File: src/rtl/fsr_exc_pkg.sv
package fsr_exc_pkg;

   typedef enum logic [1:0] {
      CAUSE_NONE  = 2'd0,
      CAUSE_IEEE  = 2'd1,
      CAUSE_UNFIN = 2'd2,
      CAUSE_UNIMP = 2'd3
   } trap_cause_e;

   typedef struct packed {
      logic unimp;
      logic unfin;
   } fault_t;

endpackage

File: src/rtl/fsr_exc_hold.sv
// Holds one completion that collided with a software write.
module fsr_exc_hold
   import fsr_exc_pkg::*;
#(
   parameter int EXC_W = 5
) (
   input  logic             clk,
   input  logic             rst_n,
   input  logic             in_vld,
   input  logic [EXC_W-1:0] in_exc,
   input  fault_t           in_flt,
   input  logic             sw_we,
   output logic             app_vld,
   output logic [EXC_W-1:0] app_exc,
   output fault_t           app_flt
);
   localparam int EVT_W = EXC_W + $bits(fault_t);

   logic             pend_vld;
   logic [EVT_W-1:0] pend_evt;
   logic [EVT_W-1:0] in_evt;
   logic [EVT_W-1:0] sel_evt;
   logic             sel_vld;

   assign in_evt  = {in_flt, in_exc};
   assign sel_vld = pend_vld | in_vld;
   assign sel_evt = pend_vld ? pend_evt : in_evt;

   assign app_vld = sel_vld & ~sw_we;
   assign app_exc = sel_evt[EXC_W-1:0];
   assign app_flt = fault_t'(sel_evt[EVT_W-1:EXC_W]);

   always_ff @(posedge clk) begin
      if (!rst_n) begin
         pend_vld <= 1'b0;
         pend_evt <= '0;
      end else if (sw_we) begin
         // the oldest event waits behind the write
         pend_vld <= sel_vld;
         pend_evt <= sel_evt;
      end else begin
         // a held event resolves now; a new arrival takes its slot
         pend_vld <= pend_vld & in_vld;
         pend_evt <= in_evt;
      end
   end
endmodule

File: src/rtl/fsr_exc_decide.sv
// Retire-or-trap verdict for one completion.
module fsr_exc_decide
   import fsr_exc_pkg::*;
#(
   parameter int EXC_W = 5
) (
   input  logic             vld,
   input  logic [EXC_W-1:0] exc,
   input  fault_t           flt,
   input  logic [EXC_W-1:0] tem,
   input  logic [EXC_W-1:0] aexc,
   output logic             retire,
   output trap_cause_e      cause,
   output logic             wr_aexc,
   output logic             wr_cexc,
   output logic [EXC_W-1:0] new_aexc,
   output logic [EXC_W-1:0] new_cexc
);
   logic hit;
   assign hit = |(exc & tem);

   always_comb begin
      retire   = 1'b0;
      cause    = CAUSE_NONE;
      wr_aexc  = 1'b0;
      wr_cexc  = 1'b0;
      new_aexc = aexc | exc;
      new_cexc = exc;
      if (vld) begin
         if (flt.unimp) begin
            cause = CAUSE_UNIMP;
         end else if (flt.unfin) begin
            cause = CAUSE_UNFIN;
         end else if (hit) begin
            cause   = CAUSE_IEEE;
            wr_cexc = 1'b1;
         end else begin
            retire  = 1'b1;
            wr_aexc = 1'b1;
            wr_cexc = 1'b1;
         end
      end
   end
endmodule

File: src/rtl/fsr_exc_word.sv
// Status word storage; per-bit source picked by field membership.
module fsr_exc_word #(
   parameter int REG_W    = 32,
   parameter int EXC_W    = 5,
   parameter int AEXC_LSB = 5,
   parameter int CEXC_LSB = 0
) (
   input  logic             clk,
   input  logic             rst_n,
   input  logic             sw_we,
   input  logic [REG_W-1:0] sw_wdata,
   input  logic             wr_aexc,
   input  logic             wr_cexc,
   input  logic [EXC_W-1:0] new_aexc,
   input  logic [EXC_W-1:0] new_cexc,
   output logic [REG_W-1:0] word_q
);
   for (genvar b = 0; b < REG_W; b++) begin : g_bit
      localparam bit IN_A = (b >= AEXC_LSB) && (b < AEXC_LSB + EXC_W);
      localparam bit IN_C = (b >= CEXC_LSB) && (b < CEXC_LSB + EXC_W);
      if (IN_A) begin : g_acc
         always_ff @(posedge clk) begin
            if (!rst_n)       word_q[b] <= 1'b0;
            else if (sw_we)   word_q[b] <= sw_wdata[b];
            else if (wr_aexc) word_q[b] <= new_aexc[b-AEXC_LSB];
         end
      end else if (IN_C) begin : g_cur
         always_ff @(posedge clk) begin
            if (!rst_n)       word_q[b] <= 1'b0;
            else if (sw_we)   word_q[b] <= sw_wdata[b];
            else if (wr_cexc) word_q[b] <= new_cexc[b-CEXC_LSB];
         end
      end else begin : g_sw
         always_ff @(posedge clk) begin
            if (!rst_n)     word_q[b] <= 1'b0;
            else if (sw_we) word_q[b] <= sw_wdata[b];
         end
      end
   end
endmodule

File: src/rtl/fsr_exc_ctrl.sv
module fsr_exc_ctrl
   import fsr_exc_pkg::*;
#(
   parameter int REG_W    = 32,
   parameter int EXC_W    = 5,
   parameter int TEM_LSB  = 23,
   parameter int NS_BIT   = 22,
   parameter int AEXC_LSB = 5,
   parameter int CEXC_LSB = 0
) (
   input  logic             clk,
   input  logic             rst_n,
   input  logic             op_done,
   input  logic [EXC_W-1:0] op_exc,
   input  logic             op_unfin,
   input  logic             op_unimp,
   input  logic             sw_we,
   input  logic [REG_W-1:0] sw_wdata,
   output logic [REG_W-1:0] fsr_q,
   output logic             dst_we,
   output logic             fcc_we,
   output logic             trap_req,
   output logic [1:0]       trap_cause,
   output logic             flush_mode
);
   localparam int TEM_MSB  = TEM_LSB + EXC_W - 1;
   localparam int AEXC_MSB = AEXC_LSB + EXC_W - 1;
   localparam int CEXC_MSB = CEXC_LSB + EXC_W - 1;

   if (TEM_MSB >= REG_W || AEXC_MSB >= REG_W || CEXC_MSB >= REG_W || NS_BIT >= REG_W)
   begin : g_bad_fit
      $error("fsr_exc_ctrl: a field lies outside the word");
   end
   if ((AEXC_LSB <= CEXC_MSB && CEXC_LSB <= AEXC_MSB) ||
       (TEM_LSB <= AEXC_MSB && AEXC_LSB <= TEM_MSB) ||
       (TEM_LSB <= CEXC_MSB && CEXC_LSB <= TEM_MSB) ||
       (NS_BIT >= TEM_LSB && NS_BIT <= TEM_MSB))
   begin : g_bad_overlap
      $error("fsr_exc_ctrl: fields overlap");
   end

   logic             app_vld;
   logic [EXC_W-1:0] app_exc;
   fault_t           app_flt;
   fault_t           in_flt;
   logic             retire;
   trap_cause_e      cause;
   logic             wr_aexc, wr_cexc;
   logic [EXC_W-1:0] new_aexc, new_cexc;

   assign in_flt = '{unimp: op_unimp, unfin: op_unfin};

   fsr_exc_hold #(.EXC_W(EXC_W)) u_hold (
      .clk     (clk),
      .rst_n   (rst_n),
      .in_vld  (op_done),
      .in_exc  (op_exc),
      .in_flt  (in_flt),
      .sw_we   (sw_we),
      .app_vld (app_vld),
      .app_exc (app_exc),
      .app_flt (app_flt)
   );

   fsr_exc_decide #(.EXC_W(EXC_W)) u_decide (
      .vld      (app_vld),
      .exc      (app_exc),
      .flt      (app_flt),
      .tem      (fsr_q[TEM_MSB:TEM_LSB]),
      .aexc     (fsr_q[AEXC_MSB:AEXC_LSB]),
      .retire   (retire),
      .cause    (cause),
      .wr_aexc  (wr_aexc),
      .wr_cexc  (wr_cexc),
      .new_aexc (new_aexc),
      .new_cexc (new_cexc)
   );

   fsr_exc_word #(
      .REG_W    (REG_W),
      .EXC_W    (EXC_W),
      .AEXC_LSB (AEXC_LSB),
      .CEXC_LSB (CEXC_LSB)
   ) u_word (
      .clk      (clk),
      .rst_n    (rst_n),
      .sw_we    (sw_we),
      .sw_wdata (sw_wdata),
      .wr_aexc  (wr_aexc),
      .wr_cexc  (wr_cexc),
      .new_aexc (new_aexc),
      .new_cexc (new_cexc),
      .word_q   (fsr_q)
   );

   always_ff @(posedge clk) begin
      if (!rst_n) begin
         dst_we     <= 1'b0;
         fcc_we     <= 1'b0;
         trap_req   <= 1'b0;
         trap_cause <= 2'd0;
      end else begin
         dst_we     <= retire;
         fcc_we     <= retire;
         trap_req   <= (cause != CAUSE_NONE);
         trap_cause <= cause;
      end
   end

   assign flush_mode = fsr_q[NS_BIT];
endmodule

File: config.mk
export PLATFORM = sky130hd
export DESIGN_NAME = fsr_exc_ctrl
export DESIGN_NICKNAME = d
export VERILOG_FILES = /design/src/rtl/fsr_exc_pkg.sv /design/src/rtl/fsr_exc_hold.sv /design/src/rtl/fsr_exc_decide.sv /design/src/rtl/fsr_exc_word.sv /design/src/rtl/fsr_exc_ctrl.sv
export SDC_FILE = /design/constraint.sdc
export NUM_CORES = 1
export LEC_CHECK = 0
export ABC_AREA = 1
export BUFFER_PORTS_ARGS = -buffer_cell sky130_fd_sc_hd__buf_4
export CORE_ASPECT_RATIO = 0.6
export CORE_MARGIN = 3
export CORE_UTILIZATION = 39
export DETAILED_ROUTE_END_ITERATION = 16
export PLACE_DENSITY = 0.74
export SETUP_SLACK_MARGIN = 0.4
export SLEW_MARGIN = 30
export SYNTH_ARGS = -nofsm -noshare
export SYNTH_HDL_FRONTEND = slang
export SYNTH_SLANG_ARGS = --single-unit
File: constraint.sdc
create_clock -name clk -period 1.85 [get_ports clk]
set_clock_uncertainty 0.15 [all_clocks]
set_input_delay 0.185 -clock clk [delete_from_list [all_inputs] [get_ports clk]]
set_output_delay 0.185 -clock clk [all_outputs]
set_load 0.1 [all_outputs]
* Word-level counts from Yosys, hierarchy flattened
Index checks and enable logic that the tools add are counted.
** Operators by class
- Muxes and demuxes :: 34
- Reduce and logical (&&, ||, !) cells :: 4
- Bitwise logic cells :: 6
** Operators by type and width (number)
- $mux 1 :: 29
- $mux 7 :: 2
- $mux 2 :: 3
- $reduce_bool 2->1 :: 3
- $and 5x5->5 :: 1
- $or 5x5->5 :: 1
- $reduce_or 5->1 :: 1
- $and 1x1->1 :: 2
- $not 1->1 :: 1
- $or 1x1->1 :: 1
** Word-level totals
- Output and inout port bits :: 38
- Input bits :: 43
- Bits in registers :: 44
- Word-level logic and storage cells :: 81

* Logic depth before layout (Yosys ltp)
- Depth in word-level cells :: 9
- Mapped depth :: 11
- Gate-level depth less buffers :: 9

* Modules after synthesis
Synthesis repeated with hierarchy kept, for this count alone.
** Unflattened totals
- Cell total of the unflattened synthesis :: 285
- Area total of the unflattened synthesis :: 2008.2 sq um
** Modules (own cells, without submodules)
- fsr_exc_word :: sequential area each 640.6 sq um, times used 1, area each 1261.2 sq um, cells each 171
- fsr_exc_hold :: sequential area each 160.2 sq um, times used 1, area each 465.4 sq um, cells each 74
- fsr_exc_decide :: sequential area each 0.0 sq um, times used 1, area each 160.2 sq um, cells each 27
- fsr_exc_ctrl :: sequential area each 80.1 sq um, times used 1, area each 121.4 sq um, cells each 13

* Least setup slack after synthesis
No wires, ideal clock.
- Path type :: reg2reg
- From :: reg u_word.word_q[24]
- To :: reg u_word.word_q[6]
- Stages on the path, launching flop included :: 9
- Arrival time :: 1.585 ns
- Slack :: 0.001 ns
- Data required time :: 1.586 ns
- Setup time :: 0.114 ns
- Clock period less this slack :: 1.849 ns
- Path buffers :: 1
- Cells stage by stage :: dfxtp_1 > inv_1 > nor2_1 > nor2_2 > nand3_2 > buf_6 > nand2_1 > nand2_1 > nor2_1
** Between the ends
- Cells in the longest elaborated chain, start to end :: 7
** RTL lines
- start: declaration :: RTL line fsr_exc_word.sv:16 : output logic [REG_W-1:0] word_q
- start signal: indexed assignment :: RTL line fsr_exc_word.sv:36 : else if (sw_we) word_q[b] <= sw_wdata[b];
- $and 5x5->5 :: RTL line fsr_exc_decide.sv:20 : assign hit = |(exc & tem);
- $reduce_or 5->1 :: RTL line fsr_exc_decide.sv:20
- $mux 1 :: RTL line fsr_exc_decide.sv:34 : end else if (hit) begin
- $mux 1 :: RTL line fsr_exc_decide.sv:32 : end else if (flt.unfin) begin
- $mux 1 :: RTL line fsr_exc_decide.sv:30 : if (flt.unimp) begin
- $mux 1 :: RTL line fsr_exc_decide.sv:29 : if (vld) begin
- $reduce_bool 2->1 (no source line)
No other way between the ends.
A chain may end at the register's enable or synchronous reset.

* Final worst setup path
- From :: reg u_hold.pend_vld
- To :: reg u_word.word_q[9]
** Between the ends
- Cells in the longest elaborated chain, start to end :: 8
- Elaborated cells on any way between the ends :: 13
- Classes of those cells :: mux (7); bitwise (4); reduce/logical (2)
** RTL lines
- start: declaration :: RTL line fsr_exc_hold.sv:19 : logic pend_vld;
- start signal: assignment :: RTL line fsr_exc_hold.sv:39 : pend_vld <= sel_vld;
- start signal: assignment :: RTL line fsr_exc_hold.sv:43 : pend_vld <= pend_vld & in_vld;
- $mux 7 :: RTL line fsr_exc_hold.sv:27 : assign sel_evt = pend_vld ? pend_evt : in_evt;
- $and 5x5->5 :: RTL line fsr_exc_decide.sv:20
- $reduce_or 5->1 :: RTL line fsr_exc_decide.sv:20
- $mux 1 :: RTL line fsr_exc_decide.sv:34
- $mux 1 :: RTL line fsr_exc_decide.sv:32
- $mux 1 :: RTL line fsr_exc_decide.sv:30
- $mux 1 :: RTL line fsr_exc_decide.sv:29
- $reduce_bool 2->1 (no source line)
- end signal: indexed assignment :: RTL line fsr_exc_word.sv:24 : else if (sw_we) word_q[b] <= sw_wdata[b];
- end signal: indexed assignment :: RTL line fsr_exc_word.sv:25 : else if (wr_aexc) word_q[b] <= new_aexc[b-AEXC_LSB];
Parallel ways exist; a longest one is shown, timed or not. The select of a mux whose other input is x is not followed.

==> results by group <==
Layout
  • Layout cell share with drive strength beyond 1: 36.2%
  • Multi-input logic area: 920 sq um
  • Nets: 415
  • Area growth from synthesis to layout: 62.3%
  • Layout Utilization: 66.7%
  • Reg area: 910 sq um
  • N_diodes: 0
  • Filler cell count: 386

Floorplan
  • Die ar.: 5780 sq um
  • Die Y-Extent: 60.1 um
  • Core region area: 4640 sq um
  • IO Pins: 81
  • Initial core utilization: 41.1%
  • Site row count: 19
  • Die Span X: 96.2 um

Yosys
  • Number of flops mapped to enable cells by yosys: 0
  • Most frequent cell after synthesis: nor2_1
  • Post-synth top cells: nor2_1, dfxtp_1, nand2_1
  • Synthesized flop and latch total: 44
  • Synth async-reset ratio: 0%
  • Synth Warn #: 0
  • Main flop type after synthesis: dfxtp_1
  • Synthesized Nets: 306
  • Seq/Total Area, Yosys: 46.3%
  • Syn_area_per_cell: 7.24 sq um
  • Area fraction of the dominant cell type after synthesis: 46.3%
  • Largest area contributor in the netlist: dfxtp_1
  • Synthesized area: 1900 sq um
  • Synth top area cells: dfxtp_1, nor2_1, nand2_1
  • Netlist cell types: 28
  • Gate Count Post-Synth: 263

Worst setup path
  • Worst Setup Start Kind: flip-flop
  • Endpoint of the worst register-to-register path: u_word.word_q[9]
  • Worst reg2reg setup slack: 0.24 ns
  • Reg2Reg Depth: 8
  • Worst Setup EP: u_word.word_q[9]
  • Critical path endpoint category: flip-flop
  • Crit path max fanout: 6
  • Reg2reg start: u_hold.pend_vld
  • Worst EP arrival: 1.65 ns
  • Critical path class: flip-flop to flip-flop
  • Worst Setup SP: u_hold.pend_vld
  • CP Data Required Time: 1.89 ns

Global routing
  • Routing usage on met2: 32.8%
  • GRT Residual Overflow: 0
  • Grt met1 use: 29.3%
  • First-pass GRT wire length: 9380 um
  • Met3 Track Usage GR: 5.28%
  • GRT Total Usage: 21.1%
  • Initial antenna violation count: 0
  • Most used routing layer: met2
  • Largest net degree at the start of global routing: 47
  • Vias in the first global route: 1964

Route
  • Initial drt markers: 109
  • ANT nets after route: 0
  • Vias/cell: 4.79
  • Drt first pass iters: 5
  • Drt wl/cell: 13.6 um
  • Final wirelength: 5950 um
  • Via count: 2088
  • DRC viols: 0

STA
  • Final period util: 86.9%
  • Fmax: 622 MHz
  • Hold slack: 0.0310 ns
  • Actual slew at the worst max-slew pin: 0.337 ns
  • Final hold violation count: 0
  • Unrepaired setup endpoints after global routing: true
  • Worst relative slew slack: 77.4%
  • Setup ws final: 0.242 ns
  • Max-slew violations: 0
  • Min cycle time layout: 1.61 ns
  • TNS Setup: 0 ns
  • Finish-stage setup viols: 0

Place
  • Dpl ws: 0.110 ns
  • Placer congestion estimate: 0.863
  • Buffers on Ports: 80
  • DP HPWL: 3810 um

Clock tree
  • Reg clk slew, reported paths: 0.08 ns
  • Clock Latency Late Sink: 0.30 ns
  • CTS tree: done
  • # clock sinks: 44
  • Number of buffers created by CTS: 5
  • Max Buffers Root-to-Sink: 2
  • H-tree Lvls: 2
  • Root Driver: clkbuf_8

Pwr
  • Peak supply drop: 0.000515 V
  • Leak: 1.49 nW
  • Power Density: 833 nW/um^2
  • Overall Power: 2.58 mW

Run
  • Max_cap viols: 0

Run status
  • Status: completed

Worst hold path
  • HP Class: primary input to flip-flop
## routing by layer
metal	part of all wire [%]	vias to the layer above
met5	0	-
met4	0.77	0
met3	9.5	5
met2	44	85
met1	46	936
li1	-	1062
## worst min-delay path by stage
stage / start / endpoint / slack [ns] / depth (start not counted)
after floorplan: rst_n / u_word.word_q[24] / 0.16 / 2
after global placement: sw_wdata[29] / u_word.word_q[29] / 0.26 / 3
after detailed placement: sw_wdata[26] / u_word.word_q[26] / 0.26 / 3
after CTS: sw_wdata[0] / u_word.word_q[0] / 0.02 / 3
after global routing: sw_wdata[24] / u_word.word_q[24] / 0.05 / 3
final: sw_wdata[0] / u_word.word_q[0] / 0.03 / 3
## area by class of cell
cell class / instances / area share (%)
Timing Repair Buffer: 117 / 31.8
Multi-Input combinational cell: 177 / 29.8
Sequential cell: 44 / 29.4
Inverter: 27 / 3.44
Clock buffer: 7 / 2.79
Tap cell: 63 / 2.55
Clock inverter: 1 / 0.243
## stage by stage
stage	std cells	cell area, sq um
finish	436	3090
global placement	394	2570
global route	436	3090
detailed placement	394	2570
floorplan	263	1940
CTS	434	3030
## power breakdown
| group | switching, mW | total (mW) | internal, mW | leakage [nW] |
|---|---|---|---|---|
| clock network | 0.319 | 0.622 | 0.303 | 0.0445 |
| registers | 0.0388 | 1.05 | 1.01 | 0.371 |
| logic | 0.630 | 0.900 | 0.269 | 1.07 |
## critical path, stage by stage, from the launching register on
cell      delay (ns)
dfxtp_4         0.40
buf_6           0.14
nand2_1         0.10
nand3_2         0.10
nand2_2         0.07
nor2_4          0.19
nand3_4         0.15
a21boi_1        0.17
nor2_1          0.05
## cells in the final DEF, fill, tap and decap left out, types with 2 or more instances in the layout
cell type,count
buf_4,85
nor2_1,56
nand2_1,37
dfxtp_1,31
o21ai_0,28
dlygate4sd3_1,27
inv_1,24
nand3_1,11
a21oi_1,10
dfxtp_2,8
clkbuf_8,6
nand2_2,5
o211ai_1,5
dfxtp_4,5
a21oi_2,3
buf_6,3
inv_4,2
nor2_2,2
nand3_2,2
nor2_4,2
nand3_4,2
a21boi_2,2
a31oi_1,2
buf_12,2
## what timing repair did
action | CTS | global route
gates cloned | 1 | 0
endpoints found under the setup margin | 11 | 13
hold endpoints to repair | 27 | 0
hold buffers | 27 | 0
buffers inserted | 4 | 2
gates resized for setup | 10 | 13
pin swaps | 6 | 3
## flip-flops by register name, summed over array words and instances (netlist names)
name / cells
fcc_we: 1
trap_cause: 2
trap_req: 1
u_hold.pend_evt: 7
u_hold.pend_vld: 1
u_word.word_q: 32
## cells by family after synthesis
group	after synthesis	share of synthesized area [%]
and+or+nand+nor	120	27.0
DFF	44	46.3
buffers and inverters	43	9.79
AOI/OAI and AO/OA	56	17.0
(Power assumes the default switching activity.)
